### config.mk
export PLATFORM = sky130hd
export DESIGN_NAME = prescaled_ticker
export DESIGN_NICKNAME = d
export VERILOG_FILES = /design/src/rtl/prescaled_ticker_pkg.sv /design/src/rtl/ticker_ctrl.sv /design/src/rtl/ticker_presc.sv /design/src/rtl/ticker_count.sv /design/src/rtl/ticker_flag.sv /design/src/rtl/prescaled_ticker.sv
export SDC_FILE = /design/constraint.sdc
export NUM_CORES = 1
export LEC_CHECK = 0
export ABC_AREA = 1
export BUFFER_PORTS_ARGS = -buffer_cell sky130_fd_sc_hd__buf_2
export CORE_ASPECT_RATIO = 2
export CORE_MARGIN = 1.5
export CORE_UTILIZATION = 54
export DETAILED_ROUTE_END_ITERATION = 7
export HOLD_SLACK_MARGIN = 0.06
export PLACE_DENSITY_LB_ADDON = 0.25
export SYNTH_ARGS = -nofsm -noshare
export SYNTH_HDL_FRONTEND = slang
export SYNTH_SLANG_ARGS = --single-unit
### constraint.sdc
create_clock -name clk -period 1.9 [get_ports clk]
set_input_delay 0.285 -clock clk [delete_from_list [all_inputs] [get_ports clk]]
set_output_delay 0.285 -clock clk [all_outputs]
set_load 0.02 [all_outputs]
### src/rtl/prescaled_ticker_pkg.sv
package prescaled_ticker_pkg;
  localparam int CTL_W       = 8;
  localparam int SEL_LSB     = 0;
  localparam int IRQ_EN_BIT  = 7;
  localparam int RATIO_W     = 5;

  typedef enum logic [1:0] {
    DIV_1  = 2'd0,
    DIV_4  = 2'd1,
    DIV_8  = 2'd2,
    DIV_16 = 2'd3
  } div_sel_e;

  function automatic logic [RATIO_W-1:0] sel_to_ratio(input div_sel_e s);
    case (s)
      DIV_1:   return 5'd1;
      DIV_4:   return 5'd4;
      DIV_8:   return 5'd8;
      default: return 5'd16;
    endcase
  endfunction
endpackage

### src/rtl/ticker_ctrl.sv
module ticker_ctrl
  import prescaled_ticker_pkg::*;
#(
  parameter int LOCK_CYCLES = 64
) (
  input  logic             clk,
  input  logic             rst_n,
  input  logic             ctl_wr,
  input  logic [CTL_W-1:0] ctl_wdata,
  output logic [CTL_W-1:0] ctl_q,
  output div_sel_e         div_sel,
  output logic             sel_change
);
  localparam int AGE_W = $clog2(LOCK_CYCLES + 1);

  logic [AGE_W-1:0] age_q;
  logic             locked;
  logic [CTL_W-1:0] ctl_next;

  assign locked = (age_q >= AGE_W'(LOCK_CYCLES));

  always_ff @(posedge clk or negedge rst_n) begin
    if (!rst_n)       age_q <= '0;
    else if (!locked) age_q <= age_q + 1'b1;
  end

  always_comb begin
    ctl_next = ctl_wdata;
    if (locked) ctl_next[SEL_LSB +: 2] = ctl_q[SEL_LSB +: 2];
  end

  always_ff @(posedge clk or negedge rst_n) begin
    if (!rst_n)      ctl_q <= '0;
    else if (ctl_wr) ctl_q <= ctl_next;
  end

  assign div_sel    = div_sel_e'(ctl_q[SEL_LSB +: 2]);
  assign sel_change = ctl_wr && (ctl_next[SEL_LSB +: 2] != ctl_q[SEL_LSB +: 2]);
endmodule

### src/rtl/ticker_presc.sv
module ticker_presc
  import prescaled_ticker_pkg::*;
#(
  parameter int PH_W = 4
) (
  input  logic     clk,
  input  logic     rst_n,
  input  div_sel_e div_sel,
  input  logic     restart,
  output logic     tick
);
  logic [PH_W-1:0]    phase_q;
  logic [RATIO_W-1:0] ratio;
  logic               at_end;

  assign ratio  = sel_to_ratio(div_sel);
  assign at_end = (RATIO_W'(phase_q) == ratio - 1'b1);
  assign tick   = at_end && !restart;

  always_ff @(posedge clk or negedge rst_n) begin
    if (!rst_n)                phase_q <= '0;
    else if (restart || at_end) phase_q <= '0;
    else                        phase_q <= phase_q + 1'b1;
  end
endmodule

### src/rtl/ticker_count.sv
module ticker_count #(
  parameter int CNT_W  = 16,
  parameter int BYTE_W = 8
) (
  input  logic              clk,
  input  logic              rst_n,
  input  logic              tick,
  input  logic              ld,
  input  logic              ld_hi,
  input  logic [BYTE_W-1:0] ld_data,
  output logic [CNT_W-1:0]  count,
  output logic              wrap
);
  localparam int HI_W = CNT_W - BYTE_W;

  assign wrap = tick && !ld && (count == {CNT_W{1'b1}});

  always_ff @(posedge clk or negedge rst_n) begin
    if (!rst_n) count <= '0;
    else if (ld) begin
      if (ld_hi) count <= {ld_data[HI_W-1:0], count[BYTE_W-1:0]};
      else       count <= {count[CNT_W-1:BYTE_W], ld_data};
    end
    else if (tick) count <= count + 1'b1;
  end
endmodule

### src/rtl/ticker_flag.sv
module ticker_flag (
  input  logic clk,
  input  logic rst_n,
  input  logic set,
  input  logic clr_wr,
  input  logic clr_bit,
  input  logic irq_en,
  output logic flag,
  output logic irq
);
  always_ff @(posedge clk or negedge rst_n) begin
    if (!rst_n)                flag <= 1'b0;
    else if (set)              flag <= 1'b1;
    else if (clr_wr && clr_bit) flag <= 1'b0;
  end

  assign irq = flag && irq_en;
endmodule

### src/rtl/prescaled_ticker.sv
module prescaled_ticker
  import prescaled_ticker_pkg::*;
#(
  parameter int CNT_W       = 16,
  parameter int BYTE_W      = 8,
  parameter int PH_W        = 4,
  parameter int LOCK_CYCLES = 64
) (
  input  logic              clk,
  input  logic              rst_n,
  input  logic              cnt_wr,
  input  logic              cnt_wr_hi,
  input  logic [BYTE_W-1:0] cnt_wdata,
  input  logic              ctl_wr,
  input  logic [CTL_W-1:0]  ctl_wdata,
  input  logic              flag_wr,
  input  logic              flag_wbit,
  output logic [CNT_W-1:0]  count,
  output logic [CTL_W-1:0]  ctl_q,
  output logic              ovf_flag,
  output logic              ovf_irq
);
  div_sel_e div_sel;
  logic     sel_change;
  logic     tick;
  logic     wrap;

  ticker_ctrl #(.LOCK_CYCLES(LOCK_CYCLES)) u_ctrl (
    .clk(clk), .rst_n(rst_n), .ctl_wr(ctl_wr), .ctl_wdata(ctl_wdata),
    .ctl_q(ctl_q), .div_sel(div_sel), .sel_change(sel_change)
  );

  ticker_presc #(.PH_W(PH_W)) u_presc (
    .clk(clk), .rst_n(rst_n), .div_sel(div_sel),
    .restart(cnt_wr || sel_change), .tick(tick)
  );

  ticker_count #(.CNT_W(CNT_W), .BYTE_W(BYTE_W)) u_count (
    .clk(clk), .rst_n(rst_n), .tick(tick), .ld(cnt_wr), .ld_hi(cnt_wr_hi),
    .ld_data(cnt_wdata), .count(count), .wrap(wrap)
  );

  ticker_flag u_flag (
    .clk(clk), .rst_n(rst_n), .set(wrap), .clr_wr(flag_wr), .clr_bit(flag_wbit),
    .irq_en(ctl_q[IRQ_EN_BIT]), .flag(ovf_flag), .irq(ovf_irq)
  );
endmodule

### After elaboration in Yosys (flattened, before gate mapping)

Cells that the tools add are included.

| cells by class | value |
|---|---|
| $add $sub $neg | 4 |
| $mul | 0 |
| divide/modulo/power cells | 0 |
| order comparisons | 1 |
| equality and inequality tests | 7 |
| shifts and indexed selects | 0 |
| mux-type cells | 8 |
| bitwise gates (word level) | 0 |
| reductions and logical operators | 15 |

Operator list:

| cell | count |
|---|---|
| $mux 16 | 3 |
| $add 16x1->16 const B | 1 |
| $eq 16x16->1 const B | 1 |
| $pmux 5 s3 | 1 |
| $add 7x1->7 const B | 1 |
| $ge 7x7->1 const B | 1 |
| $logic_and 1x1->1 | 6 |
| $eq 4x5->1 | 1 |
| $sub 5x1->5 const B | 1 |
| $add 4x1->4 const B | 1 |
| $mux 4 | 1 |
| $reduce_and 2->1 | 2 |
| $reduce_bool 2->1 | 2 |
| $eq 2x1->1 const B | 1 |
| $eq 2x2->1 const B | 1 |
| $logic_not 1->1 | 2 |
| $logic_not 2->1 | 1 |
| $logic_or 1x1->1 | 2 |
| $mux 1 | 2 |
| $mux 2 | 1 |
| $ne 2x1->1 const B | 1 |
| $ne 2x2->1 | 1 |
| $ne 2x2->1 const B | 1 |

| word-level totals | value |
|---|---|
| flip-flop bits (word level) | 36 |
| latch bits | 0 |
| bits in writable memories | 0 |
| memory bits (read-only) | 0 |
| input bits | 23 |
| output and inout bits | 26 |
| word-level logic and storage cells | 41 |
| memories | 0 |

### Longest topological paths before layout

| depth | value |
|---|---|
| depth in word-level cells | 10 |
| gate-level depth with buffers | 11 |
| gate-level depth less buffers | 10 |

### Cells and area by module

From an unflattened synthesis, not the netlist that was laid out.

| unflattened totals | value |
|---|---|
| cells, all modules | 296 |
| area, all modules | 2,232.1 µm² |

Modules (own cells, without submodules):

| module | instances | cells an instance | area each (µm²) | sequential area each (µm²) |
|---|---|---|---|---|
| ticker_count | 1 | 167 | 1,168.6 | 400.4 |
| ticker_ctrl | 1 | 84 | 762.0 | 375.4 |
| ticker_presc | 1 | 35 | 242.7 | 100.1 |
| ticker_flag | 1 | 7 | 47.5 | 25.0 |
| prescaled_ticker | 1 | 3 | 11.3 | 0.0 |

### Worst setup path before layout

Ideal clock, no wire load.

| timing | value |
|---|---|
| path type | reg-to-reg |
| start | register u_count.count[0] |
| end | register u_count.count[12] |
| setup time | 0.117 ns |
| data arrival time | 1.460 ns |
| data required time | 1.783 ns |
| path slack | 0.323 ns |
| cell stages (with the launch flop) | 11 |
| path buffers | 0 |
| clock period less this slack | 1.577 ns |
| cells stage by stage | dfrtp_1 -> ha_1 -> nand2_1 -> nor2_1 -> nand3_1 -> nand2_1 -> nand2_1 -> nand2_1 -> o21ai_0 -> nand2_1 -> nand2_1 |

| on the way | value |
|---|---|
| cells in the longest elaborated chain, start to end | 3 |

Ends and longest elaborated chain:

| item | line | source |
|---|---|---|
| from (decl) | ticker_count.sv:11 | `output logic [CNT_W-1:0] count,` |
| from (signal assigned) | ticker_count.sv:21 | `if (ld_hi) count <= {ld_data[HI_W-1:0], count[BYTE_W-1:0]};` |
| from (signal assigned) | ticker_count.sv:22 | `else count <= {count[CNT_W-1:BYTE_W], ld_data};` |
| from (signal assigned) | ticker_count.sv:24 | `else if (tick) count <= count + 1'b1;` |
| $add 16x1->16 | ticker_count.sv:24 |  |
| $mux 16 | ticker_count.sv:24 |  |
| $mux 16 | ticker_count.sv:20 | `else if (ld) begin` |

No other way between the ends. The select of a mux whose other input is x is not followed.
A chain may end at the register's enable or synchronous reset.

### Worst setup path in the final report

| timing | value |
|---|---|
| start | register u_count.count[1] |
| end | register u_count.count[14] |

Same word-level chain as after synthesis.

==> Implementation_results.wiki <==
{| class="wikitable"
! Metric !! Value
|-
| Boundary pin count || 49
|-
| Start of the worst register-to-register path || u_count.count[1]
|-
| Number of violations reported at the end of detailed-routing iteration 0 || 27
|-
| Total track usage || 26.9%
|-
| Crit path time final || 1720 ps
|-
| Power Density || 826 nW/µm²
|-
| Average size of a mapped cell || 6.99 µm²
|-
| Launch point of the worst path || u_count.count[1]
|-
| Number of H-tree branching levels || 2
|-
| Worst setup EP type || flop
|-
| Worst setup path endpoint || u_count.count[14]
|-
| Final Non-Filler Cells || 414
|-
| Setup violations, final || 0
|-
| Internal power of the cells || between 0.001 and 0.0015 W
|-
| Worst-case headroom to the max-slew limit || 63.0%
|-
| Reg2Reg Depth || 8
|-
| Post-detailed-route via-to-cell ratio || 5.13
|-
| Detailed Route WL || 5220 µm
|-
| Launching element type of the critical path || flop
|-
| Via total after detailed routing || approximately 2100
|-
| Class of the most critical setup path || reg2reg
|-
| Post-layout net count || 389
|-
| Maximum clock skew at final layout || 4.05 ps
|-
| R2R setup slack || 180 ps
|-
| Hold violation total from the final report || 0
|-
| Cts bufs inserted || 5
|-
| DRC violations left || 0
|-
| Die span in x || 47.9 µm
|-
| Period utilisation layout || 90.4%
|-
| Number of routed nets with antenna violations || 0
|-
| Worst voltage drop across the vdd grid || between 700 and 800 µV
|-
| Filler instances || 386
|-
| Fraction of the core area covered by cells at the end of the flow || roughly two thirds
|-
| Ant. Diodes || 0
|-
| Maximum operating frequency || 583 MHz
|-
| Vias in the first global route || 2078
|-
| Area taken by multi-input logic gates || approximately 1100 µm²
|-
| Register area share after synthesis || around two fifths
|-
| Half-perimeter wire length after placement || 3980 µm
|-
| Post-Syn Area || approximately 2200 µm²
|-
| Number of max-cap violations || 0
|-
| Combinational cell fraction of total power || 22.9%
|-
| Site row count || 32
|-
| Pin count of the biggest net entering global routing || 37
|-
| Longest Clk Path Bufs || 2
|-
| Routed WL per cell || 12.6 µm
|-
| Number of post-CTS setup repair buffers || 0
|-
| Final setup TNS || 0 ps
|-
| Die Y || 92.7 µm
|-
| Start point of the worst min-delay path || ctl_wdata[6]
|-
| Part of the power in the clock network || between 30% and 40%
|-
| Standby leakage power || 1.37 nW
|-
| Core Footprint || 3840 µm²
|-
| First drt pass iteration count || 4
|-
| Fraction of final layout cells sized beyond drive strength 1 || 19.0%
|-
| Post-CTS clock slew at the launch and capture registers of the worst setup and hold paths || about 80 ps
|-
| Congestion Overflow GR || 0
|-
| Post-synthesis cell type count || 28
|-
| Master cell of the clock root buffer || sky130_fd_sc_hd__clkbuf_8
|-
| Switching power of the nets || 0.000717 W
|-
| Clock tree from TritonCTS || done
|-
| FF+latch area || 902 µm²
|-
| Initial Utilization || 56.5%
|-
| Max FO, Critical Path || 5
|-
| RSZ-0062 raised after global routing || false
|-
| CP Data Arrival Time || 1900 ps
|-
| Clock Latency Late Sink || 290 ps
|-
| Status || finished clean
|-
| Switching part of the total || between 30% and 40%
|-
| Gate Count Post-Synth || between 300 and 400
|-
| Placed cell count || 405
|-
| Global-route wire length before repair || 8760 µm
|-
| Number of slew-limit violations in the final report || 0
|-
| Number of antenna violations at the first check in global routing || 0
|-
| #FFs+latches synth || 36
|-
| Floorplan die area || 4440 µm²
|-
| Path category of the worst min-delay check || in2reg
|-
| Count of port buffers added during placement || 48
|-
| Net count after synthesis || 338
|-
| Worst R2R End || u_count.count[14]
|-
| Actual transition at the worst max-transition pin || about 550 ps
|-
| Synth warnings || 0
|-
| Area Overhead vs Synth || 18.5%
|-
| Relative contribution of sequential cells to total power || 45.4%
|-
| Sink count of the clock tree || 36
|-
| Final weighted congestion in routability-driven placement || approximately 0.88
|-
| Required time reported for the critical path endpoint || 2090 ps
|}
## synthesized netlist by cell type
cell                         n  area [µm²]
sky130_fd_sc_hd__xor2_1      5        43.8
sky130_fd_sc_hd__or2_0       1        6.26
sky130_fd_sc_hd__nand3_4     1        17.5
sky130_fd_sc_hd__o31ai_1     1        7.51
sky130_fd_sc_hd__inv_2       3        11.3
sky130_fd_sc_hd__o21ai_0    19        95.1
sky130_fd_sc_hd__nand4_1     4        25.0
sky130_fd_sc_hd__a21oi_1     4        20.0
sky130_fd_sc_hd__nand2_2     2        12.5
sky130_fd_sc_hd__inv_1      32         120
sky130_fd_sc_hd__xnor2_1     4        35.0
sky130_fd_sc_hd__nor3b_1     1        7.51
sky130_fd_sc_hd__or2_1       1        6.26
sky130_fd_sc_hd__o21bai_1    1        7.51
sky130_fd_sc_hd__ha_1        4        50.1
sky130_fd_sc_hd__nand2_1   115         432
sky130_fd_sc_hd__clkbuf_1    3        11.3
sky130_fd_sc_hd__nor3_1      1        5.00
sky130_fd_sc_hd__buf_4       1        7.51
sky130_fd_sc_hd__clkinv_1    1        3.75
sky130_fd_sc_hd__buf_6       2        22.5
sky130_fd_sc_hd__nor2_1     28         105
sky130_fd_sc_hd__o22ai_1     5        31.3
sky130_fd_sc_hd__nand3b_1    1        7.51
sky130_fd_sc_hd__dfrtp_1    36         901
sky130_fd_sc_hd__nand3_1    32         160
sky130_fd_sc_hd__nor2_4      1        11.3
sky130_fd_sc_hd__buf_2       2        10.0
## worst max-delay path: stages (launching register included)
cell and delay [ps]:
sky130_fd_sc_hd__dfrtp_1 440, sky130_fd_sc_hd__ha_1 200, sky130_fd_sc_hd__nand2_1 170, sky130_fd_sc_hd__nor2_2 210, sky130_fd_sc_hd__nand4_1 180, sky130_fd_sc_hd__nand3_1 170, sky130_fd_sc_hd__o21ai_0 110, sky130_fd_sc_hd__nand2_1 90
sky130_fd_sc_hd__nand2_1 50
## through the flow
stage	setup slack [ps]	area [µm²]	total power (W)	hold slack [ps]
after floorplan	323	2170	0.00128	-10.6
after global placement	199	2450	0.00145	352
after detailed placement	171	2450	0.00146	359
after CTS	140	2570	0.00213	196
after global routing	9.27	2580	0.00224	209
final	183	2580	0.00213	193
## routing by layer
layer / vias up / GRT usage (%) / share of wire [%]
met5: - / 0 / 0
met4: 0 / 16.7 / 4.6
met3: 19 / 3.51 / 3.5
met2: 55 / 47.6 / 56
met1: 965 / 26.5 / 36
li1: 1084 / - / -
## worst min-delay path by stage
stage	end	slack (ps)	depth (start not counted)
5_1_grt	u_ctrl.ctl_q[3]	210	3
2_1_floorplan	u_count.count[0]	-10	0
3_3_place_gp	u_ctrl.ctl_q[3]	350	2
4_1_cts	u_ctrl.ctl_q[6]	200	3
6_report	u_ctrl.ctl_q[6]	190	3
3_5_place_dp	u_ctrl.age_q[2]	360	2
## state kept, by name, indices dropped and copies added, names as in the netlist
signal	flops
u_presc.phase_q	4
u_count.count	16
u_ctrl.ctl_q	8
u_flag.flag	1
u_ctrl.age_q	7
## cells in the final DEF (no fill, tap or decap), types with 2 or more instances in the layout
| cell | synthesis | routed |
|---|---|---|
| sky130_fd_sc_hd__a21oi_1 | 4 | 4 |
| sky130_fd_sc_hd__buf_2 | 2 | 48 |
| sky130_fd_sc_hd__buf_4 | 1 | 3 |
| sky130_fd_sc_hd__clkbuf_8 | 0 | 5 |
| sky130_fd_sc_hd__dfrtp_1 | 36 | 35 |
| sky130_fd_sc_hd__ha_1 | 4 | 4 |
| sky130_fd_sc_hd__inv_1 | 32 | 32 |
| sky130_fd_sc_hd__inv_2 | 3 | 3 |
| sky130_fd_sc_hd__nand2_1 | 115 | 115 |
| sky130_fd_sc_hd__nand2_2 | 2 | 2 |
| sky130_fd_sc_hd__nand3_1 | 32 | 32 |
| sky130_fd_sc_hd__nand4_1 | 4 | 4 |
| sky130_fd_sc_hd__nor2_1 | 28 | 26 |
| sky130_fd_sc_hd__nor2_2 | 0 | 2 |
| sky130_fd_sc_hd__o21ai_0 | 19 | 19 |
| sky130_fd_sc_hd__o22ai_1 | 5 | 5 |
| sky130_fd_sc_hd__xnor2_1 | 4 | 4 |
| sky130_fd_sc_hd__xor2_1 | 5 | 5 |
## layout make-up
cell class,count,share of cell area (%)
multi-input combinational,231,42.4
sequential,36,35.0
timing repair buffer,52,10.6
inverter,36,5.25
clock buffer,5,2.67
tap,51,2.48
clock inverter,3,1.65
## repair_timing
| item | in CTS | in global routing |
|---|---|---|
| resized for setup | 0 | 3 |
| setup endpoints to repair | 0 | 2 |
| hold buffers | 1 | 0 |
| endpoints found under the hold margin | 36 | 0 |
## cell families (layout without fill, tap and decap cells)
| kind of cell | Yosys count | count (layout) | share of synthesized area (%) |
|---|---|---|---|
| simple gates | 188 | 188 | 36.6 |
| compound gates | 30 | 30 | 7.43 |
| fa+ha+maj | 4 | 4 | 2.30 |
| buf+inv | 44 | 96 | 8.58 |
| flops | 36 | 36 | 41.5 |
| xor+xnor | 9 | 9 | 3.63 |
## power by group through the flow
stage | registers [W] | logic [W] | clock network, W
after global routing | 0.000978 | 0.000554 | 0.000713
after CTS | 0.000962 | 0.000492 | 0.000678
final | 0.000966 | 0.000488 | 0.000674
after detailed placement | 0.000976 | 0.000488 | 0
after global placement | 0.000976 | 0.000478 | 0
after floorplan | 0.00104 | 0.000241 | 0
Power figures use the tool's default switching activity.
